[config.mk]
export PLATFORM = sky130hd
export DESIGN_NAME = mask_unit
export DESIGN_NICKNAME = d
export VERILOG_FILES = /design/src/rtl/mask_pkg.sv /design/src/rtl/sreg_decode.sv /design/src/rtl/mask_bank.sv /design/src/rtl/prio_resolve.sv /design/src/rtl/mask_unit.sv
export SDC_FILE = /design/constraint.sdc
export NUM_CORES = 1
export LEC_CHECK = 0
export ABC_AREA = 1
export BUFFER_PORTS_ARGS = -buffer_cell sky130_fd_sc_hd__buf_4
export CAP_MARGIN = 0
export CORE_ASPECT_RATIO = 0.7
export CORE_UTILIZATION = 42
export DETAILED_ROUTE_END_ITERATION = 6
export MAX_ROUTING_LAYER = met4
export PLACE_DENSITY = 0.9
export SYNTH_ARGS = -nofsm -noshare
export SYNTH_HDL_FRONTEND = slang
export SYNTH_SLANG_ARGS = --single-unit
[constraint.sdc]
create_clock -name clk -period 5.7 [get_ports clk]
set_input_delay 1.14 -clock clk [delete_from_list [all_inputs] [get_ports clk]]
set_output_delay 1.14 -clock clk [all_outputs]
set_load 0.02 [all_outputs]
[src/rtl/mask_pkg.sv]
package mask_pkg;
  localparam logic [4:0] SR_IDIS     = 5'd16;
  localparam logic [4:0] SR_FLOOR    = 5'd17;
  localparam logic [4:0] SR_FLOOR_UP = 5'd18;
  localparam logic [4:0] SR_FDIS     = 5'd19;
  localparam int unsigned NMI_NUM    = 2;

  typedef enum logic [1:0] {
    WK_NONE  = 2'd0,
    WK_IDIS  = 2'd1,
    WK_FLOOR = 2'd2,
    WK_FDIS  = 2'd3
  } wr_kind_e;
endpackage

[src/rtl/sreg_decode.sv]
module sreg_decode
  import mask_pkg::*;
#(
  parameter int PRIO_W = 8
) (
  input  logic              we,
  input  logic [4:0]        num,
  input  logic [31:0]       wdata,
  input  logic [PRIO_W-1:0] floor_cur,
  output wr_kind_e          kind,
  output logic              wbit,
  output logic [PRIO_W-1:0] wfloor
);
  // A raise-only write takes effect when it tightens the floor.
  function automatic logic floor_tightens(input logic [PRIO_W-1:0] cur,
                                          input logic [PRIO_W-1:0] nv);
    return (nv != '0) && ((cur == '0) || (nv < cur));
  endfunction

  assign wbit   = wdata[0];
  assign wfloor = wdata[PRIO_W-1:0];

  always_comb begin
    kind = WK_NONE;
    if (we) begin
      unique case (num)
        SR_IDIS:     kind = WK_IDIS;
        SR_FLOOR:    kind = WK_FLOOR;
        SR_FLOOR_UP: kind = floor_tightens(floor_cur, wfloor) ? WK_FLOOR : WK_NONE;
        SR_FDIS:     kind = WK_FDIS;
        default:     kind = WK_NONE;
      endcase
    end
  end
endmodule

[src/rtl/mask_bank.sv]
module mask_bank
  import mask_pkg::*;
#(
  parameter int PRIO_W = 8
) (
  input  logic              clk,
  input  logic              rst_n,
  input  wr_kind_e          kind,
  input  logic              wbit,
  input  logic [PRIO_W-1:0] wfloor,
  input  logic              clr_fdis,
  output logic              idis_q,
  output logic              fdis_q,
  output logic [PRIO_W-1:0] floor_q
);
  always_ff @(posedge clk or negedge rst_n) begin
    if (!rst_n) begin
      idis_q  <= 1'b0;
      fdis_q  <= 1'b0;
      floor_q <= '0;
    end else begin
      if (kind == WK_IDIS)  idis_q  <= wbit;
      if (kind == WK_FLOOR) floor_q <= wfloor;
      // return clear wins over a same-cycle write
      if (clr_fdis)               fdis_q <= 1'b0;
      else if (kind == WK_FDIS)   fdis_q <= wbit;
    end
  end
endmodule

[src/rtl/prio_resolve.sv]
module prio_resolve #(
  parameter int PRIO_W = 8,
  localparam int PW    = PRIO_W + 2
) (
  input  logic                 idis,
  input  logic                 fdis,
  input  logic [PRIO_W-1:0]    floor_v,
  input  logic signed [PW-1:0] raw,
  input  logic signed [PW-1:0] pend,
  output logic signed [PW-1:0] eff,
  output logic                 take
);
  function automatic logic signed [PW-1:0] widen(input logic [PRIO_W-1:0] v);
    return $signed({2'b00, v});
  endfunction

  function automatic logic signed [PW-1:0] effective(
      input logic fd, input logic id, input logic [PRIO_W-1:0] fl,
      input logic signed [PW-1:0] r);
    if (fd)                              return -PW'(1);
    else if (id)                         return '0;
    else if (fl != '0 && widen(fl) < r)  return widen(fl);
    else                                 return r;
  endfunction

  assign eff  = effective(fdis, idis, floor_v, raw);
  assign take = (eff > pend);
endmodule

[src/rtl/mask_unit.sv]
module mask_unit
  import mask_pkg::*;
#(
  parameter int PRIO_W  = 8,
  parameter int EXC_W   = 9,
  parameter bit SEC_EXT = 1'b1,
  localparam int PW     = PRIO_W + 2,
  localparam int NBANK  = SEC_EXT ? 2 : 1
) (
  input  logic                 clk,
  input  logic                 rst_n,
  input  logic                 cur_sec,
  input  logic                 sr_we,
  input  logic [4:0]           sr_num,
  input  logic [31:0]          sr_wdata,
  output logic [31:0]          sr_rdata,
  input  logic signed [PW-1:0] raw_prio,
  input  logic signed [PW-1:0] pend_prio,
  input  logic                 ret_valid,
  input  logic [31:0]          ret_value,
  input  logic [EXC_W-1:0]     ret_exc,
  input  logic [EXC_W-1:0]     act_exc,
  output logic signed [PW-1:0] exec_prio,
  output logic                 take_pend,
  output logic                 neg_pri_acc
);
  logic              act_idx;
  logic              clr_fire;
  logic              clr_bank;
  wr_kind_e          dec_kind;
  logic              dec_bit;
  logic [PRIO_W-1:0] dec_floor;
  logic              idis_act;
  logic              fdis_act;
  logic [PRIO_W-1:0] floor_act;
  logic [NBANK-1:0]  idis_bits;
  logic [NBANK-1:0]  fdis_bits;
  logic [PRIO_W-1:0] floor_bits [NBANK];

  // Bank selection and return-clear qualification depend on the variant.
  generate
    if (SEC_EXT) begin : g_sec
      assign act_idx  = cur_sec;
      assign clr_bank = ret_value[0];
      assign clr_fire = ret_valid && (ret_exc != EXC_W'(NMI_NUM)) && (raw_prio >= 0);
    end else begin : g_nosec
      assign act_idx  = 1'b0;
      assign clr_bank = 1'b0;
      assign clr_fire = ret_valid && (ret_exc != EXC_W'(NMI_NUM));
    end
  endgenerate

  assign idis_act  = idis_bits[act_idx];
  assign fdis_act  = fdis_bits[act_idx];
  assign floor_act = floor_bits[act_idx];

  sreg_decode #(.PRIO_W(PRIO_W)) u_dec (
    .we(sr_we), .num(sr_num), .wdata(sr_wdata), .floor_cur(floor_act),
    .kind(dec_kind), .wbit(dec_bit), .wfloor(dec_floor)
  );

  for (genvar b = 0; b < NBANK; b++) begin : g_bank
    wr_kind_e bk_kind;
    logic     bk_clr;
    assign bk_kind = (act_idx == 1'(b)) ? dec_kind : WK_NONE;
    assign bk_clr  = clr_fire && (clr_bank == 1'(b));
    mask_bank #(.PRIO_W(PRIO_W)) u_bank (
      .clk(clk), .rst_n(rst_n), .kind(bk_kind), .wbit(dec_bit),
      .wfloor(dec_floor), .clr_fdis(bk_clr),
      .idis_q(idis_bits[b]), .fdis_q(fdis_bits[b]), .floor_q(floor_bits[b])
    );
  end

  prio_resolve #(.PRIO_W(PRIO_W)) u_res (
    .idis(idis_act), .fdis(fdis_act), .floor_v(floor_act),
    .raw(raw_prio), .pend(pend_prio), .eff(exec_prio), .take(take_pend)
  );

  always_comb begin
    unique case (sr_num)
      SR_IDIS:              sr_rdata = {31'b0, idis_act};
      SR_FLOOR, SR_FLOOR_UP: sr_rdata = {{(32-PRIO_W){1'b0}}, floor_act};
      SR_FDIS:              sr_rdata = {31'b0, fdis_act};
      default:              sr_rdata = '0;
    endcase
  end

  assign neg_pri_acc = ((act_exc >= EXC_W'(1)) && (act_exc <= EXC_W'(3))) || fdis_act;
endmodule

* Word level (Yosys, flattened, before mapping) *
Cells that the tools add are included.
Widths: inputs -> output; s select.

storage, ports and cells
  logic and storage cells = 62
  register bits = 20
  bits of input ports = 112
  output and inout port bits = 44

operators by class
  bitwise logic cells = 2
  reductions and logical operators = 15
  equal/unequal tests = 11
  multiplexer cells = 20
  order comparisons = 8

operator list
  cell                 count
  $mux 10              3
  $mux 8               3
  $pmux 8 s3           1
  $eq 5x5->1 const B   4
  $reduce_bool 8->1    2
  $ge 10x1->1 const B  1
  $gt 10x10->1         1
  $lt 9x10->1          1
  $ge 9x1->1 const B   1
  $le 9x2->1 const B   1
  $ne 9x2->1 const B   1
  $eq 2x2->1 const B   4
  $logic_not 8->1      1
  $lt 8x8->1           1
  $mux 1               8
  $mux 2               4
  $pmux 2 s4           1
  $logic_and 1x1->1    7
  $eq 2x1->1 const B   2
  $reduce_bool 2->1    2
  $ge 2x2->1 const B   1
  $logic_or 1x1->1     2
  $lt 1x2->1 const B   1
  $not 1->2            1
  other kinds (2)      2

* Logic depth before layout (Yosys ltp) *
Gate-level depths: netlist (run 1).

  word-level depth = 14
  mapped depth = 25
  mapped depth without buffers = 25

* Cells and area by module *
Synthesis (run 1) repeated with hierarchy kept, for this count alone.

unflattened totals
  cells, all modules = 397
  area, all modules = 2504.9 µm²

modules (own cells, without submodules)
  module        cells each  instances  area an instance (µm²)  seq. area each (µm²)
  mask_bank     49          2          410.4                   250.2
  prio_resolve  133         1          773.2                   0.0
  mask_unit     106         1          556.8                   0.0
  sreg_decode   60          1          354.1                   0.0

* Least setup slack after synthesis (run 1) *
Ideal clock, no wire load.

  path type = input port to output port
  from = input port cur_sec
  to = output port take_pend
  slack = 0.095 ns
  path buffers = 2
  arrival time = 4.465 ns
  data required time = 4.560 ns
  stages = 22
  cells stage by stage = buf_6 inv_2 or2_1 o21ai_2 inv_1 ha_1 a21oi_1 o21ai_0 a21boi_0 nand2_1 nor2_1 nand2_2 buf_2 o21ai_1 o21ai_0 ha_1 nand2_1 o21a_1 o21a_1 o21ai_0 nand2_1 a31oi_1

on the way
  word-level cells in the longest chain between the ends = 10
  elaborated cells on any way between the ends = 15
  classes of those cells = 2 x order compare; 10 x mux; 1 x bitwise; 2 x reduce/logical

ends and longest elaborated chain
  what                                              line                RTL
  start: declaration                                mask_unit.sv:12     input logic cur_sec,
  $not 1->2 (implied by the code)                   mask_unit.sv:55     assign floor_act = floor_bits[act_idx];
  $mux 8 (implied by the code) (3 in series)        mask_unit.sv:55
  $lt 9x10->1 or $reduce_bool 8->1 (tied branches)  prio_resolve.sv:22  else if (fl != '0 && widen(fl) < r) return widen(fl);
  $logic_and 1x1->1                                 prio_resolve.sv:22
  $mux 10                                           prio_resolve.sv:22
  $mux 10                                           prio_resolve.sv:21  else if (id) return '0;
  $mux 10 (*)                                       prio_resolve.sv:20  if (fd) return -PW'(1);
  named net exec_prio[3]                            mask_unit.sv:23     output logic signed [PW-1:0] exec_prio,
  $gt 10x10->1 (*)                                  prio_resolve.sv:27  assign take = (eff > pend);
  end: declaration                                  mask_unit.sv:24     output logic take_pend,

Mark *: on every way through the listed nets, which the timed path passes. The rest lies on a longest branch. The select of a mux whose other input is x is not followed.

* Final worst setup path (run 1) *
  from = input port cur_sec
  to = output port take_pend

on the way
  word-level cells in the longest chain between the ends = 10
  elaborated cells on any way between the ends = 15
  classes of those cells = 2 x order compare; 10 x mux; 1 x bitwise; 2 x reduce/logical

ends and longest elaborated chain
  what                                              line
  $not 1->2 (implied by the code)                   mask_unit.sv:55
  $mux 8 (implied by the code) (3 in series)        mask_unit.sv:55
  $lt 9x10->1 or $reduce_bool 8->1 (tied branches)  prio_resolve.sv:22
  $logic_and 1x1->1                                 prio_resolve.sv:22
  $mux 10                                           prio_resolve.sv:22
  $mux 10                                           prio_resolve.sv:21
  $mux 10 (*)                                       prio_resolve.sv:20
  $gt 10x10->1 (*)                                  prio_resolve.sv:27

Mark *: on every way between the ends. The rest lies on a longest branch, timed or not. The select of a mux whose other input is x is not followed.

==> results by group, run 1 <==
Die
  – Placeable Area: 0.00497 mm2
  – Die width: 89.7 um
  – Die ar.: 0.00569 mm2
  – Die Y: 63.4 um
  – Initial core utilization: 45.6%
  – Rows: 21
  – I/O pin count: 156

Setup path
  – Worst Path Required: 4560 ps
  – Top cell family by delay on the critical path: simple AND/OR/NAND/NOR gates
  – Peak fanout along the critical path: 9
  – WP buf/inv: 6
  – Crit path arrival time: 4400 ps
  – Critical-path cell list: buf_4 > inv_2 > buf_4 > or2_1 > o21ai_2 > inv_1 > ha_1 > o21ai_1 > nand2_1 > nand3_1 > nand2_1 > nor2_4 > nand2_4 > buf_4 > o21ai_1 > o21ai_0 > ha_1 > nand2_1 > or4_1 > o22ai_2 > a31oi_1 > buf_4
  – Cell mode on critical path: buf_4
  – Critical path class: in -> out
  – Crit path largest cell delay: 530 ps
  – CP Capture Type: output pin
  – Slowest cell on the critical path: or4_1
  – Crit start category: input pin

Synthesis
  – Area leader, netlist: dfrtp_1
  – Synthesized cell area: 0.00226 mm2
  – Syn Inst Count: 326
  – Async SR Flop Fraction: 100%
  – Netlist cell types: 34
  – Sequential area share after synthesis: 22.1%
  – Post-synthesis register bit count: 20
  – Count of warnings emitted by yosys: 0
  – Ranking of synthesized cells by area: dfrtp_1 (22%), ha_1 (13%), nand2_1 (13%)
  – Share of the synthesized area in the top cell type: 22.1%
  – Post-synth EDFFs: 0
  – Post-synth top flop: dfrtp_1
  – Avg Cell Area, Syn: 6.94 um2

CTS
  – TritonCTS Buffers: 3
  – Clock Latency Late Sink: 270 ps
  – CTS Root Cell: clkbuf_8
  – TritonCTS clock tree: done
  – H-tree depth: 1
  – Clock transition at path regs: 80 ps
  – Clk buf depth: 2
  – # clock sinks: 20

GRT
  – Vias in the first global route: 2,160
  – Total gr overflow: 0
  – Largest net degree at the start of global routing: 21
  – Initial antenna violation count: 0
  – Global-route wire length before repair: 10,100 um
  – Total Routing Usage GR: 22.9%

Place
  – DP Wirelength: 5020 um
  – GP Congestion: 0.934
  – PortBufs: 76
  – Placed Cells: 472

Timing
  – Pins Over Slew Limit: 0
  – Setup Skew: 6.79 ps
  – Min cycle time layout: 5540 ps
  – Final setup viols: 0
  – Worst slew pin tran: 679 ps
  – Slew HR: 54.4%
  – Period utilization: 97.2%
  – Final hold vios: 0
  – Setup TNS: 0 ps
  – Hold Slack: 484 ps
  – Fmax: 180 MHz

Run
  – Max cap viols: 0

Finish
  – P&R area growth vs syn: 31.6%
  – Share of cells above drive strength 1: 31.7%
  – Nets: 547
  – Antenna diode count: 0
  – Final core utilization: 60.0%
  – Non-Filler Instances: 479

Power and ir drop
  – Leak: 1.67 nW
  – Peak supply drop: 0.000103 V
  – Pwr dens: 235 mW/mm2

Run status
  – Status: finished clean

Routing
  – DRT iter0 DRCs: 204
  – Antenna violation net count after detailed routing: 0
  – WL per Instance: 13.5 um
  – Vias per cell: 5.07
  – First-pass DRT Iterations: 5
  – DRC violations left: 0
  – Detailed-route via count: 2,427
  – Wirelength, routed: 6490 um

Hold path
  – Hold crit path type: reg -> reg
==> final timing paths <==
| check | to | slack (ps) | startpoint | cells after the start |
|---|---|---|---|---|
| min in group asynchronous | g_bank[1].u_bank.floor_q[3] | 740 | rst_n | 1 |
| min | g_bank[1].u_bank.floor_q[2] | 480 | g_bank[1].u_bank.floor_q[2] | 2 |
| max in group asynchronous | g_bank[1].u_bank.floor_q[0] | 4730 | rst_n | 1 |
| min reg2reg | g_bank[1].u_bank.floor_q[2] | 480 | g_bank[1].u_bank.floor_q[2] | 2 |
| max reg2reg | g_bank[1].u_bank.floor_q[0] | 3180 | g_bank[1].u_bank.floor_q[5] | 14 |
| max | take_pend | 160 | cur_sec | 22 |
==> synth_stat cells, types with 2 or more instances <==
| cell | instances |
|---|---|
| o21ai_2 | 19 |
| nand2_2 | 7 |
| o21ai_0 | 11 |
| a21oi_1 | 10 |
| o21a_1 | 2 |
| inv_1 | 54 |
| dfrtp_1 | 20 |
| nor2_1 | 24 |
| nor3_1 | 2 |
| buf_6 | 3 |
| or2_1 | 2 |
| nand3_1 | 7 |
| nand3_4 | 2 |
| nand2_1 | 79 |
| o21ai_1 | 11 |
| buf_4 | 24 |
| nand4_1 | 6 |
| ha_1 | 24 |
| nor4_1 | 4 |
==> kinds of logic after synthesis <==
logic type	count (synthesis)	synth area share (%)
buffers and inverters	85	19.6
adders and majority gates	24	13.3
AOI/OAI and AO/OA	59	17.1
DFF	20	22.1
and+or+nand+nor	137	27.7
other	1	0.166
==> registers in the layout, indices dropped and copies added, names as in the netlist <==
| signal | flops |
|---|---|
| g_bank.u_bank.fdis_q | 2 |
| g_bank.u_bank.floor_q | 16 |
| g_bank.u_bank.idis_q | 2 |
==> layout make-up <==
cell class / instances / area, um2
fillers: 462 / 1990
clock inverters: 1 / 30.0
flip-flops and latches: 20 / 500
inverters: 55 / 206
well taps: 69 / 86.3
repair buffers: 86 / 649
multi-input cells: 245 / 1460
clock buffers: 3 / 41.3
==> layout by cell type (no fill, tap or decap), drive strengths merged <==
cell,netlist,layout
nor2,24,24
nand4,7,7
a21oi,10,10
or2,2,2
dfrtp,20,20
bufinv,0,1
ha,24,24
or4,1,1
o21a,2,2
o21ai,41,41
nand2,87,88
o22ai,1,1
o41ai,1,1
inv,55,55
conb,1,24
a21boi,1,1
nor4,4,4
o221ai,1,1
clkbuf,1,3
nand3,9,9
nor3,3,3
a211oi,1,1
buf,29,86
a31oi,1,1
==> worst register-to-register path, stage by stage (launching register included) <==
cell,delay [ps]
dfrtp_1,390
or2_1,240
o21ai_2,80
buf_4,160
ha_1,240
a21oi_1,150
nor2_1,50
a211oi_1,240
nand2_1,100
nand2_1,110
nand2_2,80
nand2_4,120
nand3_4,240
nand2_1,160
o21ai_2,60
==> metal layers <==
metal	part of all wire (%)	global-route usage [%]	vias up
met5	0	-	-
met4	2.5	5.94	0
met3	9.6	4.83	27
met2	46	37.6	155
met1	42	28.8	1071
li1	-	-	1174
==> power by group <==
part           internal (mW)  leakage (nW)  switching (mW)
clock network         0.0940        0.0357          0.0545
logic                  0.148          1.38           0.212
registers              0.172         0.260          0.0187
total                  0.414          1.67           0.285
==> what timing repair did <==
item,in CTS,in global routing
setup endpoints to repair,0,1
buffers inserted,0,2
hold buffers,0,0
gates resized for setup,0,13
==> per-stage QoR <==
step                      area [um2]  worst slack [ps]  total power [mW]
after floorplan                 2350              94.7             0.418
after global placement          2830               264             0.505
after CTS                       2900              95.5             0.672
final                           2980               158             0.699
after global routing            2980             -41.1             0.745
after detailed placement        2830               126             0.524
No activity file was read; power rests on OpenSTA's default activity.
==> inputs of run 2 (changes only) <==
--- a/config.mk
+++ b/config.mk
@@ -9,10 +9,10 @@
 export BUFFER_PORTS_ARGS = -buffer_cell sky130_fd_sc_hd__buf_4
 export CAP_MARGIN = 0
 export CORE_ASPECT_RATIO = 0.7
-export CORE_UTILIZATION = 42
+export CORE_UTILIZATION = 45
 export DETAILED_ROUTE_END_ITERATION = 6
 export MAX_ROUTING_LAYER = met4
-export PLACE_DENSITY = 0.9
+export PLACE_DENSITY = 0.95
 export SYNTH_ARGS = -nofsm -noshare
 export SYNTH_HDL_FRONTEND = slang
 export SYNTH_SLANG_ARGS = --single-unit
==> constraint.sdc (replaced) <==
create_clock -name clk -period 6.4 [get_ports clk]
set_input_delay 1.28 -clock clk [delete_from_list [all_inputs] [get_ports clk]]
set_output_delay 1.28 -clock clk [all_outputs]
set_load 0.02 [all_outputs]
==> run 2 against run 1 <==
Combinational power is 20% lower. Via count decreased by 5.3%. Cell count down 2.1%. First-iteration DRC count decreased by 12%. Utilization down 0.58 points. Setup slack better by 170 ps. Flip-flop and latch count unchanged. Routed wire length fell by 13%. Non-clock buffer count down 9. Register-to-register slack better by 790 ps. Final area is 4.1% lower. Critical path type unchanged.
==> results by group, run 2 (same netlist as run 1, synthesis figures left out) <==
Timing
  – RSZ-0062 raised after global routing: false
  – Fmax: 165 MHz
  – Period utilization: 94.9%
  – Worst slew pin tran: 647 ps (-32.7 ps)
  – Setup TNS: 0 ps (unchanged)
  – Min cycle time layout: 6070 ps
  – Slew HR: 56.6% (+2.2 points)
  – Final hold vios: 0 (unchanged)
  – Hold Slack: 481 ps (-2.90 ps)
  – Final setup viols: 0 (unchanged)
  – Pins Over Slew Limit: 0 (unchanged)
  – Setup Skew: 1.97 ps (-4.82 ps)

Hold path
  – Hold crit path type: reg -> reg

Routing
  – Antenna violation net count after detailed routing: 0 (unchanged)
  – DRC violations left: 0 (unchanged)
  – DRT iter0 DRCs: 179 (-12%)
  – Detailed-route via count: 2,299 (-5.3%)
  – Vias per cell: 4.90 (-3.3%)
  – WL per Instance: 12.0 um (-11%)
  – Wirelength, routed: 5630 um (-13%)
  – First-pass DRT Iterations: 4 (-1)

Setup path
  – Worst Path Required: 5120 ps (+560 ps)
  – WP buf/inv: 4 (-2)
  – Crit path arrival time: 4790 ps (+390 ps)
  – Slowest cell on the critical path: ha_1
  – Crit start category: input pin
  – Top cell family by delay on the critical path: compound AO/OA/AOI/OAI gates
  – Critical path class: in -> out
  – Crit path largest cell delay: 350 ps (-180 ps)
  – Peak fanout along the critical path: 17 (+8)
  – Critical-path cell list: buf_6 > inv_2 > or2_1 > o21ai_2 > inv_1 > ha_1 > a21oi_1 > o21ai_0 > a21boi_0 > nand2_1 > nor2_1 > nand2_4 > o21ai_1 > o21ai_0 > ha_1 > nand2_1 > o21a_1 > o21a_1 > o21ai_0 > nand2_1 > a31oi_1 > buf_4
  – CP Capture Type: output pin

Power and ir drop
  – Peak supply drop: 0.000116 V (+12%)
  – Leak: 1.62 nW (-2.9%)
  – Pwr dens: 205 mW/mm2 (-13%)
  – Final Power: 586 uW (-16%)

GRT
  – Initial antenna violation count: 0 (unchanged)
  – Largest net degree at the start of global routing: 21 (unchanged)
  – Vias in the first global route: 1,979 (-8.4%)
  – Global-route wire length before repair: 8820 um (-13%)
  – Total Routing Usage GR: 22.4% (-0.53 points)
  – Total gr overflow: 0 (unchanged)

CTS
  – Clock Latency Late Sink: 260 ps (about the same)
  – H-tree depth: 1 (unchanged)
  – Post-CTS Resized: 0 (unchanged)
  – # clock sinks: 20 (unchanged)
  – Clock transition at path regs: 80 ps (about the same)
  – CTS Root Cell: clkbuf_8
  – Hold bufs inserted after CTS: 0 (unchanged)
  – TritonCTS Buffers: 3 (unchanged)
  – Post-CTS Setup Inserts: 0 (unchanged)
  – Clk buf depth: 2 (unchanged)
  – TritonCTS clock tree: done

Die
  – Rows: 21 (unchanged)
  – Die ar.: 0.00532 mm2 (-6.5%)
  – Die width: 86.7 um (-3.3%)
  – Placeable Area: 0.00481 mm2 (-3.2%)
  – Die Y: 61.3 um (-3.3%)
  – I/O pin count: 156 (unchanged)
  – Initial core utilization: 47.0% (+1.5 points)

Finish
  – Nets: 537 (-1.8%)
  – Share of cells above drive strength 1: 28.2% (-3.5 points)
  – Largest registers: g_bank.u_bank.floor_q: 16 flops, g_bank.u_bank.fdis_q: 2 flops, g_bank.u_bank.idis_q: 2 flops
  – Number of flip-flops in the largest register: 16 (unchanged)
  – # fillers: 446 (-3.5%)
  – Antenna diode count: 0 (unchanged)
  – Most frequent cells in the layout: nand2_1 (79), buf_4 (76), inv_1 (54)
  – Commonest non-fill, non-tap cell in the layout: nand2_1
  – Most flops, register: g_bank.u_bank.floor_q
  – P&R area growth vs syn: 26.2%

Place
  – PortBufs: 76 (unchanged)
  – GP Congestion: 0.912 (-2.3%)
  – DP Wirelength: 4650 um (-7.3%)

Run
  – Max cap viols: 0 (unchanged)

Run status
  – Status: finished clean
## run 2: changes by cell type in the layout (fill, tap and decap cells not counted), moves of 2 or more
cell,before,now
a21oi_2,2,0
o21ai_1,13,11
nand2_2,8,6
o21ai_0,9,11
ha_4,2,0
buf_4,85,76
ha_1,22,24
a21oi_1,8,10
## run 2: worst min-delay path: cells and delay by family (launching register included)
kind,cells,cell delay [ps]
flops,1,350
simple gates,2,100
## run 2: where the power goes
| group | leakage (nW) | switching [mW] | internal, mW |
|---|---|---|---|
| Combinational | 1.33 | 0.172 | 0.115 |
| Sequential | 0.260 | 0.0159 | 0.153 |
| Clock | 0.0357 | 0.0462 | 0.0836 |
| Total | 1.62 | 0.234 | 0.351 |
## run 2: worst paths after layout
check | start | end | slack (ps) | depth (start not counted)
max | cur_sec | take_pend | 330 | 22
min reg2reg | g_bank[1].u_bank.idis_q | g_bank[1].u_bank.idis_q | 480 | 2
min | g_bank[1].u_bank.idis_q | g_bank[1].u_bank.idis_q | 480 | 2
max in group asynchronous | rst_n | g_bank[1].u_bank.floor_q[5] | 5300 | 1
max reg2reg | g_bank[1].u_bank.floor_q[5] | g_bank[1].u_bank.floor_q[0] | 3970 | 13
min in group asynchronous | rst_n | g_bank[0].u_bank.idis_q | 880 | 1
## run 2: per-layer routing
layer / vias up / track usage [%] / wire length (um)
met5: - / - / 0
met4: 0 / 3.57 / 11
met3: 2 / 4.83 / 528
met2: 108 / 36.2 / 2600
met1: 1037 / 29.6 / 2500
li1: 1152 / - / -
## run 2: final cells by class
class	count	area [um2]	share of cell area (%)
multi-input combinational	244	1410	49.3
clock buffer	3	41.3	1.45
timing repair buffer	77	582	20.4
inverter	55	206	7.23
clock inverter	1	30.0	1.05
tap	69	86.3	3.02
sequential	20	500	17.5
## run 2: through the flow
step                      utilization (%)  setup WS, ps  area, um2  cells
after global placement               57.7           414       2780    465
after CTS                            59.2           281       2850    469
after floorplan                         -           515       2350    349
final                                59.4           325       2860    469
after detailed placement             57.7           285       2780    465
after global routing                 59.4         0.618       2860    469
==> inputs of run 3 (changes only) <==
--- a/config.mk
+++ b/config.mk
@@ -8,7 +8,6 @@
 export ABC_AREA = 1
 export BUFFER_PORTS_ARGS = -buffer_cell sky130_fd_sc_hd__buf_4
 export CAP_MARGIN = 0
-export CORE_ASPECT_RATIO = 0.7
 export CORE_UTILIZATION = 45
 export DETAILED_ROUTE_END_ITERATION = 6
 export MAX_ROUTING_LAYER = met4
==> run 3 against run 2 <==
Final area decreased by 0.88%. Worst hold slack got worse by 7.0 ps. Routed wire length fell by 4.0%. Via count stayed put. Setup slack improved by 1.9 ps. First-iteration DRC count is 43% lower. Power fell by 8.8%. Flip-flop and latch count stayed put. Critical path depth grew 2. Clock-buffer cell count is the same. Register-to-register slack better by 60 ps. Cell count down 0.43%. Highest routed layer unchanged.
==> results by group, run 3 (same netlist as run 1, synthesis figures left out) <==
Setup path
  – Slowest cell on the critical path: ha_1
  – Crit start category: input pin
  – Crit path arrival time: 4790 ps (about the same)
  – Reg2reg start: g_bank[1].u_bank.floor_q[5]
  – Peak fanout along the critical path: 17 (unchanged)
  – Worst setup startpoint: cur_sec
  – Worst Path Required: 5120 ps (about the same)
  – CP Capture Type: output pin
  – Critical-path cell list: buf_4 > inv_2 > or2_1 > o21ai_2 > inv_1 > ha_1 > a21oi_1 > o21ai_0 > a21boi_0 > nand2_1 > nor2_1 > nand2_4 > o21ai_1 > nand2_1 > ha_1 > inv_1 > nor2_1 > nor2_1 > o21a_1 > o21a_1 > o21ai_0 > nand2_1 > a31oi_1 > buf_4
  – Critical path class: in -> out
  – Crit path largest cell delay: 300 ps (-50 ps)

Finish
  – Share of cells above drive strength 1: 28.2% (unchanged)
  – Antenna diode count: 0 (unchanged)
  – Largest registers: g_bank.u_bank.floor_q: 16 flops, g_bank.u_bank.fdis_q: 2 flops, g_bank.u_bank.idis_q: 2 flops
  – Commonest non-fill, non-tap cell in the layout: nand2_1
  – P&R area growth vs syn: 25.1%
  – Nets: 538 (+0.19%)
  – Most frequent cells in the layout: nand2_1 (79), buf_4 (77), inv_1 (54)
  – Final core utilization: 59.1% (-0.24 points)
  – Most flops, register: g_bank.u_bank.floor_q
  – Number of flip-flops in the largest register: 16 (unchanged)

Power and ir drop
  – Internal cell power: 310 uW (-12%)
  – Sw Share: 42.0% (+2.0 points)
  – Pwr dens: 189 mW/mm2 (-7.9%)
  – Comb pwr share: 52.9% (+3.9 points)
  – Peak supply drop: 0.000159 V (+38%)
  – Register share of total power: 31.6% (+2.8 points)
  – Leak: 1.61 nW (-0.57%)
  – Final Power: 535 uW (-8.8%)
  – Psw: 225 uW (-4.2%)
  – Clock power frac: 15.5% (-6.6 points)

Die
  – Die Y: 72.9 um (+19%)
  – Die ar.: 0.00531 mm2 (about the same)
  – Initial core utilization: 47.3% (+0.22 points)
  – Rows: 25 (+19%)
  – Placeable Area: 0.00479 mm2 (-0.47%)
  – I/O pin count: 156 (unchanged)
  – Die width: 72.9 um (-16%)

Run status
  – Status: finished clean

Routing
  – First-pass DRT Iterations: 4 (unchanged)
  – DRC violations left: 0 (unchanged)
  – Antenna violation net count after detailed routing: 0 (unchanged)
  – WL per Instance: 11.6 um (-3.5%)
  – Vias per cell: 4.92 (+0.43%)
  – Wirelength, routed: 5410 um (-4.0%)
  – Detailed-route via count: 2,299 (unchanged)
  – DRT iter0 DRCs: 102 (-43%)

Timing
  – Hold Slack: 474 ps (-6.99 ps)
  – Period utilization: 94.9% (about the same)
  – Setup Skew: 4.34 ps (+2.37 ps)
  – Final setup viols: 0 (unchanged)
  – Slew HR: 60.6% (+4.0 points)
  – Pins Over Slew Limit: 0 (unchanged)
  – Min cycle time layout: 6070 ps (-1.88 ps)
  – Fmax: 165 MHz (about the same)
  – Worst slew pin tran: 587 ps (-60.2 ps)
  – Final hold vios: 0 (unchanged)

GRT
  – Largest net degree at the start of global routing: 21 (unchanged)
  – Initial antenna violation count: 0 (unchanged)
  – Global-route wire length before repair: 8730 um (-1.0%)
  – Total Routing Usage GR: 21.4% (-0.91 points)
  – Vias in the first global route: 2,075 (+4.9%)
  – Total gr overflow: 0 (unchanged)

CTS
  – Clk buf depth: 2 (unchanged)
  – H-tree depth: 1 (unchanged)
  – TritonCTS clock tree: done
  – # clock sinks: 20 (unchanged)
  – TritonCTS Buffers: 3 (unchanged)
  – CTS Root Cell: clkbuf_8
  – Clock transition at path regs: 70 ps (about the same)
  – Clock Latency Late Sink: 260 ps (about the same)

Hold path
  – Hold Startpoint: g_bank[1].u_bank.idis_q
  – Hold crit path type: reg -> reg

Place
  – GP Congestion: 0.864 (-5.3%)
  – PortBufs: 76 (unchanged)
  – DP Wirelength: 4450 um (-4.2%)

Run
  – Max cap viols: 0 (unchanged)
## run 3: stage by stage
stage | TNS, ps | cell area, um2 | worst slack [ps] | cells
2_1_floorplan | 0 | 2350 | 515 | 349
3_3_place_gp | 0 | 2780 | 490 | 464
3_5_place_dp | 0 | 2780 | 319 | 464
4_1_cts | 0 | 2820 | 312 | 467
5_1_grt | -3.41 | 2830 | -3.41 | 467
6_report | 0 | 2830 | 327 | 467
## run 3: path summary, 6_finish.rpt
check,endpoint,slack [ps],cells after the start
setup reg to reg,g_bank[0].u_bank.floor_q[1],4030,13
hold / removal,g_bank[1].u_bank.idis_q,470,2
min in group asynchronous,g_bank[1].u_bank.floor_q[2],890,1
hold reg to reg,g_bank[1].u_bank.idis_q,470,2
max in group asynchronous,g_bank[0].u_bank.fdis_q,5300,1
setup / recovery,take_pend,330,24
## run 3: worst max-delay path: cells and delay by family
family                   cells  cell delay [ps]
AO/OA/AOI/OAI                9             1370
AND/OR/NAND/NOR              8              980
buffers and inverters        5              580
adder cells (fa/ha/maj)      2              590
## run 3: repair_timing
action	in CTS	in global routing
setup buffers	0	0
endpoints found under the setup margin	0	1
hold buffers	0	0
gates resized for setup	0	2
## run 3: area by class of cell
| type | count | area, um2 |
|---|---|---|
| fill | 429 | 1960 |
| multi-input combinational | 244 | 1410 |
| timing repair buffer | 78 | 589 |
| sequential | 20 | 500 |
| inverter | 55 | 206 |
| tap | 67 | 83.8 |
| clock buffer | 3 | 41.3 |
## run 3: layer usage
layer / part of all wire [%] / global-route usage, % / vias to the layer above
met4: 1.2 / 6.97 / 0
met2: 53 / 38.3 / 80
met3: 5.0 / 2.76 / 9
li1: - / - / 1159
met5: 0 / - / -
met1: 40 / 24.8 / 1051
## run 3: power groups by stage
| stage | Combinational (mW) | Clock, mW | Sequential [mW] |
|---|---|---|---|
| global route | 0.319 | 0.0867 | 0.172 |
| detailed placement | 0.280 | 0 | 0.171 |
| CTS | 0.282 | 0.0832 | 0.169 |
| global placement | 0.268 | 0 | 0.170 |
| floorplan | 0.204 | 0 | 0.168 |
| finish | 0.283 | 0.0827 | 0.169 |
